**src/rtl/ami_mon_pkg.sv**
```systemverilog
package ami_mon_pkg;

    typedef struct packed {
        logic pos;
        logic neg;
    } rail_pair_t;

    typedef enum logic [1:0] {
        POL_NONE = 2'd0,
        POL_POS  = 2'd1,
        POL_NEG  = 2'd2
    } mark_pol_t;

    typedef enum logic [1:0] {
        SYM_SPACE = 2'd0,
        SYM_POS   = 2'd1,
        SYM_NEG   = 2'd2,
        SYM_DUAL  = 2'd3
    } sym_kind_t;

    function automatic sym_kind_t classify(input rail_pair_t r);
        sym_kind_t k;
        case ({r.pos, r.neg})
            2'b10:   k = SYM_POS;
            2'b01:   k = SYM_NEG;
            2'b11:   k = SYM_DUAL;
            default: k = SYM_SPACE;
        endcase
        return k;
    endfunction

    function automatic logic is_violation(input sym_kind_t s, input mark_pol_t last);
        return ((s == SYM_POS) && (last == POL_POS)) ||
               ((s == SYM_NEG) && (last == POL_NEG));
    endfunction

    function automatic mark_pol_t next_pol(input sym_kind_t s, input mark_pol_t last);
        mark_pol_t n;
        case (s)
            SYM_POS:  n = POL_POS;
            SYM_NEG:  n = POL_NEG;
            SYM_DUAL: n = POL_NONE;
            default:  n = last;
        endcase
        return n;
    endfunction

endpackage

```
**src/rtl/ami_rail_capture.sv**
```systemverilog
module ami_rail_capture
    import ami_mon_pkg::*;
(
    input  logic       clk,
    input  logic       rst,
    input  logic       rail_p,
    input  logic       rail_n,
    output rail_pair_t cap
);

    // Rails are sampled on the falling edge, half a period before outputs move.
    always_ff @(negedge clk) begin
        if (rst) begin
            cap <= '0;
        end else begin
            cap.pos <= rail_p;
            cap.neg <= rail_n;
        end
    end

endmodule

```
**src/rtl/ami_decoder.sv**
```systemverilog
module ami_decoder
    import ami_mon_pkg::*;
(
    input  logic       clk,
    input  logic       rst,
    input  rail_pair_t cap,
    output logic       nrz_q,
    output logic       bpv_q
);

    mark_pol_t last_pol;
    sym_kind_t sym;
    logic      viol;

    always_comb begin
        sym  = classify(cap);
        viol = is_violation(sym, last_pol);
    end

    always_ff @(posedge clk) begin
        if (rst) begin
            nrz_q    <= 1'b0;
            bpv_q    <= 1'b0;
            last_pol <= POL_NONE;
        end else begin
            nrz_q    <= (sym != SYM_SPACE);
            bpv_q    <= viol;
            last_pol <= next_pol(sym, last_pol);
        end
    end

    // A doubled mark is read as an NRZ one and is never accused.
    assert_dual_quiet_R5: assert property (@(posedge clk) disable iff (rst)
        (cap.pos && cap.neg) |=> (nrz_q && !bpv_q));

    // A repeated positive mark must be accused in its output period.
    assert_repeat_pos_flag_R3: assert property (@(posedge clk) disable iff (rst)
        (cap.pos && !cap.neg && last_pol == POL_POS) |=> bpv_q);

    // A repeated negative mark must be accused in its output period.
    assert_repeat_neg_flag_R3: assert property (@(posedge clk) disable iff (rst)
        (!cap.pos && cap.neg && last_pol == POL_NEG) |=> bpv_q);

    // A space gives a zero on the data output and no flag.
    assert_space_output_R2: assert property (@(posedge clk) disable iff (rst)
        (!cap.pos && !cap.neg) |=> (!nrz_q && !bpv_q));

endmodule

```
**src/rtl/ami_carrier_monitor.sv**
```systemverilog
module ami_carrier_monitor
    import ami_mon_pkg::*;
#(
    parameter int LOS_ZEROS = 32
) (
    input  logic       clk,
    input  logic       rst,
    input  rail_pair_t cap,
    output logic       los_q
);

    localparam int                CNT_W    = $clog2(LOS_ZEROS + 1);
    localparam logic [CNT_W-1:0]  RUN_MAX  = CNT_W'(LOS_ZEROS);
    localparam logic [CNT_W-1:0]  RUN_LAST = CNT_W'(LOS_ZEROS - 1);

    logic [CNT_W-1:0] space_run;
    logic             mark_seen;

    assign mark_seen = cap.pos | cap.neg;

    always_ff @(posedge clk) begin
        if (rst) begin
            space_run <= '0;
            los_q     <= 1'b0;
        end else if (mark_seen) begin
            space_run <= '0;
            los_q     <= 1'b0;
        end else begin
            if (space_run != RUN_MAX) begin
                space_run <= space_run + 1'b1;
            end
            los_q <= (space_run >= RUN_LAST);
        end
    end

    // Loss is only entered once the full run of spaces has been counted.
    assert_los_needs_full_run_R6: assert property (@(posedge clk) disable iff (rst)
        $rose(los_q) |-> (space_run == RUN_MAX));

    // Any mark drops the loss flag in its own output period.
    assert_mark_clears_los_R7: assert property (@(posedge clk) disable iff (rst)
        mark_seen |=> !los_q);

endmodule

```
**src/rtl/ami_line_monitor.sv**
```systemverilog
module ami_line_monitor
    import ami_mon_pkg::*;
#(
    parameter int LOS_ZEROS = 32
) (
    input  logic clk,
    input  logic rst,
    input  logic rail_p,
    input  logic rail_n,
    output logic nrz_data,
    output logic bpv_flag,
    output logic los_flag
);

    rail_pair_t cap;

    ami_rail_capture u_capture (
        .clk    (clk),
        .rst    (rst),
        .rail_p (rail_p),
        .rail_n (rail_n),
        .cap    (cap)
    );

    ami_decoder u_decoder (
        .clk   (clk),
        .rst   (rst),
        .cap   (cap),
        .nrz_q (nrz_data),
        .bpv_q (bpv_flag)
    );

    ami_carrier_monitor #(
        .LOS_ZEROS (LOS_ZEROS)
    ) u_carrier (
        .clk   (clk),
        .rst   (rst),
        .cap   (cap),
        .los_q (los_flag)
    );

    // The violation flag travels with its data bit.
    assert_bpv_with_mark_R10: assert property (@(posedge clk) disable iff (rst)
        bpv_flag |-> nrz_data);

    // Carrier loss and a mark never share an output period.
    assert_los_excludes_mark_R7: assert property (@(posedge clk) disable iff (rst)
        los_flag |-> !nrz_data);

endmodule

```
**config.mk**
```make
export PLATFORM = sky130hd
export DESIGN_NAME = ami_line_monitor
export DESIGN_NICKNAME = d
export VERILOG_FILES = /design/src/rtl/ami_mon_pkg.sv /design/src/rtl/ami_rail_capture.sv /design/src/rtl/ami_decoder.sv /design/src/rtl/ami_carrier_monitor.sv /design/src/rtl/ami_line_monitor.sv
export SDC_FILE = /design/constraint.sdc
export NUM_CORES = 1
export LEC_CHECK = 0
export BUFFER_PORTS_ARGS = -buffer_cell sky130_fd_sc_hd__buf_2
export CAP_MARGIN = 20
export CORE_AREA = 5 5 42 44
export DETAILED_ROUTE_END_ITERATION = 10
export DIE_AREA = 0 0 47 49
export GPL_TIMING_DRIVEN = 0
export PLACE_DENSITY = 0.55
export SLEW_MARGIN = 20
export SYNTH_ARGS = -nofsm -noshare
export SYNTH_HDL_FRONTEND = slang
export SYNTH_HIERARCHICAL = 1
export SYNTH_SLANG_ARGS = --single-unit
export TNS_END_PERCENT = 5
```
**constraint.sdc**
```tcl
create_clock -name clk -period 1.65 [get_ports clk]
set_clock_uncertainty 0.2 [all_clocks]
set_input_delay 0.33 -clock clk [delete_from_list [all_inputs] [get_ports clk]]
set_output_delay 0.33 -clock clk [all_outputs]
set_load 0.05 [all_outputs]
```
==> metrics.txt, run 1 <==
Buf/Inv on CP 0; Unique masters post-synth 19; ranking of synthesized cells by area dfxtp_1 (50%), nor3_1 (6.7%), ha_1 (4.8%), nor2_1 (4.3%), or4bb_1 (4.3%); Synth top cells by count dfxtp_1 (13), nor3_1 (7), nor2_1 (6), a21oi_1 (4), inv_1 (4); Post-synth top flop dfxtp_1; worst-path cell with the longest stage delay or4bb_1; via count 392; Layout area overhead 27.1%; Finished Cell Area 663 µm²; Final Hold Fails 0; ys async rst share 0; sequential element share of the synthesized area 0.499; DIE HEIGHT 49 µm; Mapped Nets 61; GR Overflow Total 0; Slew @ Worst Pin 327 ps; H-tree levels 1; initial core utilization 0.372; Reg power frac 0.571; Die Wd 47 µm; DR WL/cell 10.6 µm; DRC Markers 0; final setup vio count 11; largest net degree at the start of global routing 8; Synth area leader dfxtp_1; Max clock buf depth 2; Post-synth EDFFs 0; Cell Area, Synth 522 µm²; worst hold margin 115 ps; cells along the critical path or4bb_1, a21oi_1; Req. time, crit path 1650 ps; outcome complete, but fails checks; most frequent cell after synthesis dfxtp_1; critical path class reg2reg; Net Sw Power 143 µW; violated checks negative setup slack; Critical Path Max Stage Delay 470 ps; wire length of the first global-routing pass 1400 µm; clk_lat worst skew 320 ps; register area 263 µm²; CP endpoint kind flop; 1st-iter DRT viols 3; Worst Setup Start Kind flop; vias in the first global route 357; clock network power share 0.340; switching part of the total power 0.244; average cell area after synthesis 9.49 µm²; max_slew headroom 0.781; R2R cell count 2; initial antenna violation count 0; post-synth top area share 0.499; Hold WC Path Type in2reg; fin cells 83; I/O Buffers 6; RSZ-0062 raised after global routing true; Core ar. 0.00140 mm²; Max-cap violations 0; total CTS buffers 3; Warnings, synthesis 6; dpl cell area 612 µm²; Multi-input gate area 283 µm²; GRT Total Usage 0.0840; clk sinks 13; gpl congestion 0.730; Pint 443 µW; Tot Pwr 586 µW; die area 0.00230 mm²; Crit Path Max Fanout 6; # diodes 0; share of cells above drive strength 1 0.343; I/O pin count 7; Pins Over Slew Limit 0; nets 74; Yosys reg bits 13; WHS Path Cells 2; critical path arrival 2090 ps; stages on the worst setup path 2; Via density 4.72; Fill cells 152; Routed WL 883 µm; worst setup margin -439 ps; Final HPWL DP 637 µm; post-route ant nets 0; Logic pwr share 0.089; Pre-antenna DRT Iters 2; Cells after Synth 55; CTS tree done; Core Rows 14; reg2reg setup slack -440 ps; kind of cell adding the most delay to the critical path simple AND/OR/NAND/NOR gates; clk root buf clkbuf_4; standby leakage power 0.000253 µW; VDD IR max 491 µV; clk slew on worst S/H paths 70 ps; Post-Place Cells 77; Power Density 884 mW/mm²
-- what timing repair did --
action / CTS / global route
endpoints found under the hold margin: 0 / 0
setup endpoints to repair: 11 / 11
hold buffers: 0 / 0
setup buffers: 1 / 0
pin swaps: 4 / 0
gates resized for setup: 1 / 3
-- cells by family (layout without fill, tap and decap cells) --
| logic type | count (synthesis) | in the layout | synth area share |
|---|---|---|---|
| AOI/OAI and AO/OA | 7 | 7 | 0.0743 |
| and+or+nand+nor | 25 | 25 | 0.293 |
| xor gates and xnor gates | 3 | 3 | 0.0504 |
| buffers and inverters | 5 | 17 | 0.0360 |
| DFF | 13 | 13 | 0.499 |
| adders and majority gates | 2 | 2 | 0.0480 |
-- cells in the final DEF (no fill, tap or decap), types with 2 or more instances in the layout --
cell / n
dfxtp_2: 2
a21oi_1: 2
dfxtp_1: 11
o21ai_0: 2
nor2b_1: 2
nor3_1: 2
clkbuf_4: 3
inv_1: 5
xnor2_1: 2
buf_2: 6
a21oi_2: 2
or4bb_1: 2
nand3_1: 2
nor3_2: 5
ha_1: 2
nor2_1: 5
-- power groups by stage --
stage | logic (µW) | registers [µW] | clock network (µW)
3_5_place_dp | 45.4 | 342 | 11.4
3_3_place_gp | 45.1 | 342 | 11.4
5_1_grt | 57.9 | 336 | 230
6_report | 52.2 | 335 | 199
2_1_floorplan | 27.2 | 347 | 11.4
4_1_cts | 49.4 | 334 | 214
-- layout make-up --
type	count	share of cell area
Tap cell	16	0.0302
Clock buffer	3	0.0340
Timing Repair Buffer	7	0.0566
Buffer	1	0.0226
Sequential cell	13	0.396
Multi-Input combinational cell	37	0.426
Clock inverter	3	0.0170
Inverter	3	0.0170
-- worst register-to-register path, delay by kind of cell (launching register included) --
family	cells	cell delay, ps
DFF	1	330
and+or+nand+nor	1	470
AOI/OAI and AO/OA	1	140
-- final timing paths --
check                                           start                    end
worst max-delay path                 u_capture/cap[0]        u_decoder/bpv_q
worst min-delay path                              rst  u_decoder/last_pol[1]
worst max register to register       u_capture/cap[0]        u_decoder/bpv_q
worst min register to register  u_decoder/last_pol[0]  u_decoder/last_pol[0]
-- flip-flops by register name, summed over array words and instances (netlist names) --
| signal | flops |
|---|---|
| u_carrier/space_run | 6 |
| u_capture/cap | 2 |
| u_decoder/bpv_q | 1 |
| u_decoder/nrz_q | 1 |
| u_decoder/last_pol | 2 |
| u_carrier/los_q | 1 |
-- layer usage --
layer / track usage / wire, µm
met2: 0.113 / 380
met3: 0.0554 / 47
met5: 0 / 0
met1: 0.106 / 455
met4: 0.0276 / 0
-- per-stage QoR --
step / utilization / setup TNS, ps / setup WS (ps)
finish: 0.473 / -3620 / -439
CTS: 0.467 / -3700 / -442
global placement: 0.437 / -3130 / -399
floorplan: - / -2760 / -348
global route: 0.473 / -4170 / -471
detailed placement: 0.437 / -3150 / -397
Power figures use the tool's default switching activity.
==> run 2: changes to the inputs <==
==> constraint.sdc (replaced) <==
create_clock -name clk -period 1.65 [get_ports clk]
set_clock_uncertainty 0.2 [all_clocks]
set_input_delay 0.0825 -clock clk [delete_from_list [all_inputs] [get_ports clk]]
set_output_delay 0.0825 -clock clk [all_outputs]
set_load 0.05 [all_outputs]
==> run 2 against run 1 <==
The run still ends with negative setup slack left. Clock-buffer cell count is the same. Sequential cell count unchanged. Sequential power hardly changed. Sequential share of layout area shrank 0.59 points. Non-clock buffer count increased by 1. Critical path depth is the same. Total power is 0.51% higher. Combinational power rose by 4%. First-iteration DRC count is 33% higher. Cell area rose by 1.5%. Clock power about the same. Worst hold slack improved by 190 ps. Critical endpoint unchanged.
==> metrics.txt, run 2 (synthesis gave the netlist of run 1 again) <==
largest net degree at the start of global routing 8 (unchanged); Via density 4.70 (-0.43%); max reg flops 6 (unchanged); dpl cell area 612 µm² (unchanged); clock network power share 0.340 (about the same); top flop regs u_carrier/space_run: 6 flops, u_capture/cap: 2 flops, u_decoder/last_pol: 2 flops; R2R cell count 2 (unchanged); Pre-antenna DRT Iters 2 (unchanged); Routed WL 912 µm (+3.3%); Worst setup startpoint u_capture/cap[0]; Power Density 875 mW/mm² (-0.99%); Worst Setup Start Kind flop; H-tree levels 1 (unchanged); Crit Path Max Fanout 6 (unchanged); clk_lat worst skew 330 ps (about the same); vias in the first global route 367 (+2.8%); clk root buf clkbuf_4; CP endpoint kind flop; commonest non-fill, non-tap cell in the layout dfxtp_1; Layout area overhead 29.0%; GRT Total Usage 0.0855 (+0.00141); via count 395 (+0.77%); gpl congestion 0.730 (unchanged); post-route ant nets 0 (unchanged); Hold WC Path Type reg2reg; Core ar. 0.00140 mm² (unchanged); Req. time, crit path 1650 ps (about the same); Die Wd 47 µm (unchanged); Fill cells 150 (-1.3%); Final Hold Fails 0 (unchanged); RSZ-0062 raised after global routing true; Critical R2R Launch u_capture/cap[0]; Pint 445 µW (+0.36%); Worst Setup EP u_decoder/bpv_q; outcome complete, but fails checks; clk sinks 13 (unchanged); Post-Place Cells 77 (unchanged); DIE HEIGHT 49 µm (unchanged); Final HPWL DP 637 µm (unchanged); critical path class reg2reg; total CTS buffers 3 (unchanged); clk slew on worst S/H paths 70 ps (about the same); switching part of the total power 0.246 (+0.00112); Logic pwr share 0.092 (+0.003); DR WL/cell 10.9 µm (+2.1%); initial core utilization 0.372 (unchanged); I/O Buffers 6 (unchanged); wire length of the first global-routing pass 1430 µm (+2.0%); Net Sw Power 145 µW (+0.97%); CTS tree done; # diodes 0 (unchanged); critical path arrival 2110 ps (+20 ps); VDD IR max 482 µV (-2.0%); final setup vio count 13 (+2); Reg2Reg Capture Point u_decoder/bpv_q; Max clock buf depth 2 (unchanged); GR Overflow Total 0 (unchanged); standby leakage power 0.000257 µW (+1.7%); initial antenna violation count 0 (unchanged); Reg power frac 0.568 (-0.003); reg2reg setup slack -450 ps (about the same); Top reg by flops u_carrier/space_run; Finished Cell Area 673 µm² (+1.5%); worst setup margin -453 ps (-13.9 ps); fin cells 84 (+1.2%); nets 75 (+1.4%); violated checks negative setup slack; Slew @ Worst Pin 327 ps (unchanged); max_slew headroom 0.781 (unchanged); Pins Over Slew Limit 0 (unchanged); I/O pin count 7 (unchanged); most frequent cells in the layout dfxtp_1 (11), buf_2 (6), inv_1 (5), nor2_1 (5), nor3_2 (5); share of cells above drive strength 1 0.338 (-0.00505); 1st-iter DRT viols 4 (+1); die area 0.00230 mm² (unchanged); DRC Markers 0 (unchanged); Max-cap violations 0 (unchanged); Core Rows 14 (unchanged)
-- run 2: cell types whose count changed in the layout (fill, tap and decap cells not counted) --
cell           before  now
dlygate4sd3_1       0    1
-- run 2: what timing repair did --
action,CTS,global route
pin swaps,4,0
buffers inserted,1,0
setup endpoints to repair,11,13
gates resized for setup,1,3
hold buffers,1,0
hold endpoints to repair,4,0
-- run 2: layer usage --
| layer | GRT usage | wire length [µm] | up-vias |
|---|---|---|---|
| li1 | - | - | 218 |
| met1 | 0.106 | 464 | 169 |
| met2 | 0.118 | 395 | 8 |
| met3 | 0.0554 | 52 | 0 |
| met4 | 0.0276 | 0 | 0 |
| met5 | 0 | 0 | - |
-- run 2: power groups by stage --
stage / Combinational (µW) / Clock [µW] / Sequential, µW
2_1_floorplan: 27.2 / 11.4 / 347
3_3_place_gp: 45.1 / 11.4 / 342
3_5_place_dp: 45.4 / 11.4 / 342
4_1_cts: 51.2 / 214 / 334
5_1_grt: 59.7 / 230 / 336
6_report: 54.1 / 200 / 335
-- run 2: critical path: stages (launching register included) --
cell     delay (ps)
dfxtp_2         340
or4bb_1         470
a21oi_1         150
-- run 2: worst min path at each step --
stage,startpoint,to,slack [ps],cells past startpoint
3_5_place_dp,rst,u_decoder/bpv_q,140,2
4_1_cts,u_decoder/last_pol[0],u_decoder/last_pol[0],300,2
2_1_floorplan,rst,u_decoder/bpv_q,-50,1
3_3_place_gp,rst,u_decoder/bpv_q,140,2
5_1_grt,u_decoder/last_pol[0],u_decoder/last_pol[0],370,2
6_report,u_decoder/last_pol[0],u_decoder/last_pol[0],300,2
-- run 2: layout make-up --
class	count	area [µm²]	area share
repair buffers	8	47.5	0.0706
inverters	3	11.3	0.0167
plain buffers	1	15.0	0.0223
well taps	16	20.0	0.0297
multi-input cells	37	283	0.420
flip-flops and latches	13	263	0.390
clock buffers	3	22.5	0.0335
clock inverters	3	11.3	0.0167
-- run 2: per-stage QoR --
step / worst slack, ps / utilization / power [µW] / hold WS (ps) / TNS (ps)
2_1_floorplan: -348 / - / 386 / -48.4 / -2760
4_1_cts: -442 / 0.474 / 600 / 303 / -3700
3_3_place_gp: -399 / 0.437 / 398 / 141 / -3080
3_5_place_dp: -397 / 0.437 / 399 / 140 / -3090
6_report: -453 / 0.480 / 589 / 302 / -3650
5_1_grt: -471 / 0.480 / 626 / 367 / -4210
==> run 3: changes to the inputs <==
- CELL_PAD_IN_SITES_DETAIL_PLACEMENT: unset -> 0
- CELL_PAD_IN_SITES_GLOBAL_PLACEMENT: unset -> 1
- CORE_AREA: 5 5 42 44 -> unset
- CORE_MARGIN: unset -> 5
- CORE_UTILIZATION: unset -> 39
- DIE_AREA: 0 0 47 49 -> unset
- PLACE_DENSITY: 0.55 -> 0.68
==> run 3 against run 2 <==
Die area down 5.8%. Non-clock buffer count up 1. Total power up 0.97%. Final cell count unchanged. Highest routed layer unchanged. Clock-buffer cell count unchanged. Routed wire length up 4.8%. Worst hold slack worse by 0.65 ps. Core utilization up 5.6 points. Combinational power up 6.1%. The flow still finishes with violations (negative setup slack). Sequential share of layout area down 0.56 points. Sequential cell count unchanged. Sequential power about the same.
==> metrics.txt, run 3 (synthesis gave the netlist of run 1 again) <==
Worst Setup Start Kind flop; Power Density 863 mW/mm² (-1.4%); gpl congestion 0.781 (+7.0%); violated checks negative setup slack; clk_lat worst skew 320 ps (about the same); Net Sw Power 149 µW (+2.8%); switching part of the total power 0.250 (+0.00442); 1st-iter DRT viols 0 (-4); wire length of the first global-routing pass 1650 µm (+15%); nets 76 (+1.3%); worst-path cell with the longest stage delay or4bb_1; die area 0.00217 mm² (-5.8%); total CTS buffers 3 (unchanged); final setup vio count 11 (-2); DR WL/cell 11.4 µm (+4.8%); Pint 446 µW (+0.38%); Routed WL 956 µm (+4.8%); Hold WC Path Type reg2reg; Slew @ Worst Pin 319 ps (-8.76 ps); worst hold margin 302 ps (-0.650 ps); fin cells 84 (unchanged); Logic pwr share 0.096 (+0.004); DRC Markers 0 (unchanged); GRT Total Usage 0.109 (+0.0233); Via density 5.05 (+7.3%); top flop regs u_carrier/space_run: 6 flops, u_capture/cap: 2 flops, u_decoder/last_pol: 2 flops; Worst Hold Endpoint u_decoder/last_pol[1]; min-delay src u_decoder/last_pol[1]; vias in the first global route 403 (+9.8%); Post-Place Cells 76 (-1.3%); DIE HEIGHT 46.6 µm (-4.9%); clk sinks 13 (unchanged); # diodes 0 (unchanged); I/O Buffers 6 (unchanged); Final Hold Fails 0 (unchanged); initial antenna violation count 0 (unchanged); register area 265 µm² (+0.95%); commonest non-fill, non-tap cell in the layout dfxtp_1; WHS Path Cells 2 (unchanged); Top reg by flops u_carrier/space_run; Max clock buf depth 2 (unchanged); critical path class reg2reg; Reg2Reg Capture Point u_decoder/bpv_q; Die Wd 46.6 µm (-0.90%); outcome complete, but fails checks; Fill cells 133 (-11%); Tot Pwr 595 µW (+0.97%); max_slew headroom 0.787 (+0.00586); critical path arrival 2110 ps (about the same); CP endpoint kind flop; most frequent cells in the layout dfxtp_1 (11), buf_2 (5), inv_1 (5); CTS tree done; Final HPWL DP 682 µm (+7.0%); Reg power frac 0.561 (-0.007); Pins Over Slew Limit 0 (unchanged); RSZ-0062 raised after global routing true; Setup WS pre-CTS -394 ps (+2.14 ps); cells along the critical path or4bb_1, a21oi_2; Critical R2R Launch u_capture/cap[1]; Core Rows 13 (-1); clk slew on worst S/H paths 80 ps (about the same); Max-cap violations 0 (unchanged); H-tree levels 1 (unchanged); Crit Path Max Fanout 5 (-1); standby leakage power 0.000264 µW (+2.7%); Critical Path Max Stage Delay 480 ps (about the same); Layout area overhead 32.1%; largest net degree at the start of global routing 8 (unchanged); worst setup margin -445 ps (+8.18 ps); VDD IR max 398 µV (-17%); post-route ant nets 0 (unchanged); via count 424 (+7.3%); total negative setup slack -3650 ps (+1.66 ps); Req. time, crit path 1660 ps (about the same); I/O pin count 7 (unchanged); Pre-antenna DRT Iters 1 (-1); initial core utilization 0.406 (+0.0337); Multi-input gate area 284 µm² (+0.44%); clk root buf clkbuf_4; R2R cell count 2 (unchanged); GR Overflow Total 0 (unchanged); Core ar. 0.00128 mm² (-8.3%); clock network power share 0.342 (+0.002); share of cells above drive strength 1 0.362 (+0.0241); max reg flops 6 (unchanged); reg2reg setup slack -440 ps (about the same)
## run 3: critical path, delay by kind of cell, from the launching register on
family,cells,cell delay [ps]
AND/OR/NAND/NOR,1,480
AO/OA/AOI/OAI,1,130
flip-flops,1,340
## run 3: per-stage QoR
| step | instance area (µm²) | util |
|---|---|---|
| 3_3_place_gp | 611 | 0.475 |
| 2_1_floorplan | 562 | - |
| 5_1_grt | 689 | 0.537 |
| 4_1_cts | 668 | 0.520 |
| 3_5_place_dp | 611 | 0.475 |
| 6_report | 689 | 0.537 |
## run 3: worst max path at each step
| stage | startpoint | to | slack (ps) |
|---|---|---|---|
| final | u_capture/cap[1] | u_decoder/bpv_q | -440 |
| after detailed placement | u_capture/cap[1] | u_decoder/bpv_q | -390 |
| after floorplan | u_capture/cap[1] | u_carrier/space_run[2] | -350 |
| after global placement | u_capture/cap[1] | u_carrier/space_run[4] | -380 |
| after global routing | u_capture/cap[0] | u_decoder/bpv_q | -480 |
| after CTS | u_capture/cap[0] | u_decoder/bpv_q | -440 |
## run 3: cell type report
class / count / area share
tap: 15 / 0.0272
timing repair buffer: 9 / 0.0889
buffer: 1 / 0.0218
inverter: 3 / 0.0163
clock buffer: 3 / 0.0327
sequential: 13 / 0.385
multi-input combinational: 37 / 0.412
clock inverter: 3 / 0.0163
## run 3: power by group through the flow
stage,Sequential (µW),Combinational [µW],Clock (µW)
global placement,342,45.1,11.4
detailed placement,342,45.2,11.4
global route,336,63.4,242
CTS,334,51.8,218
finish,334,57.4,204
floorplan,347,27.2,11.4
## run 3: per-layer routing
metal,vias up,global-route usage,share of wire
li1,220,-,-
met1,199,0.131,0.46
met2,5,0.173,0.51
met3,0,0.0352,0.037
met4,0,0.0511,0
met5,-,0,0
## run 3: timing repair
action	CTS	global route
hold buffers	1	0
setup buffers	2	0
pin swaps	3	0
setup endpoints to repair	10	12
resized for setup	1	8
cloned	0	0
endpoints found under the hold margin	4	0
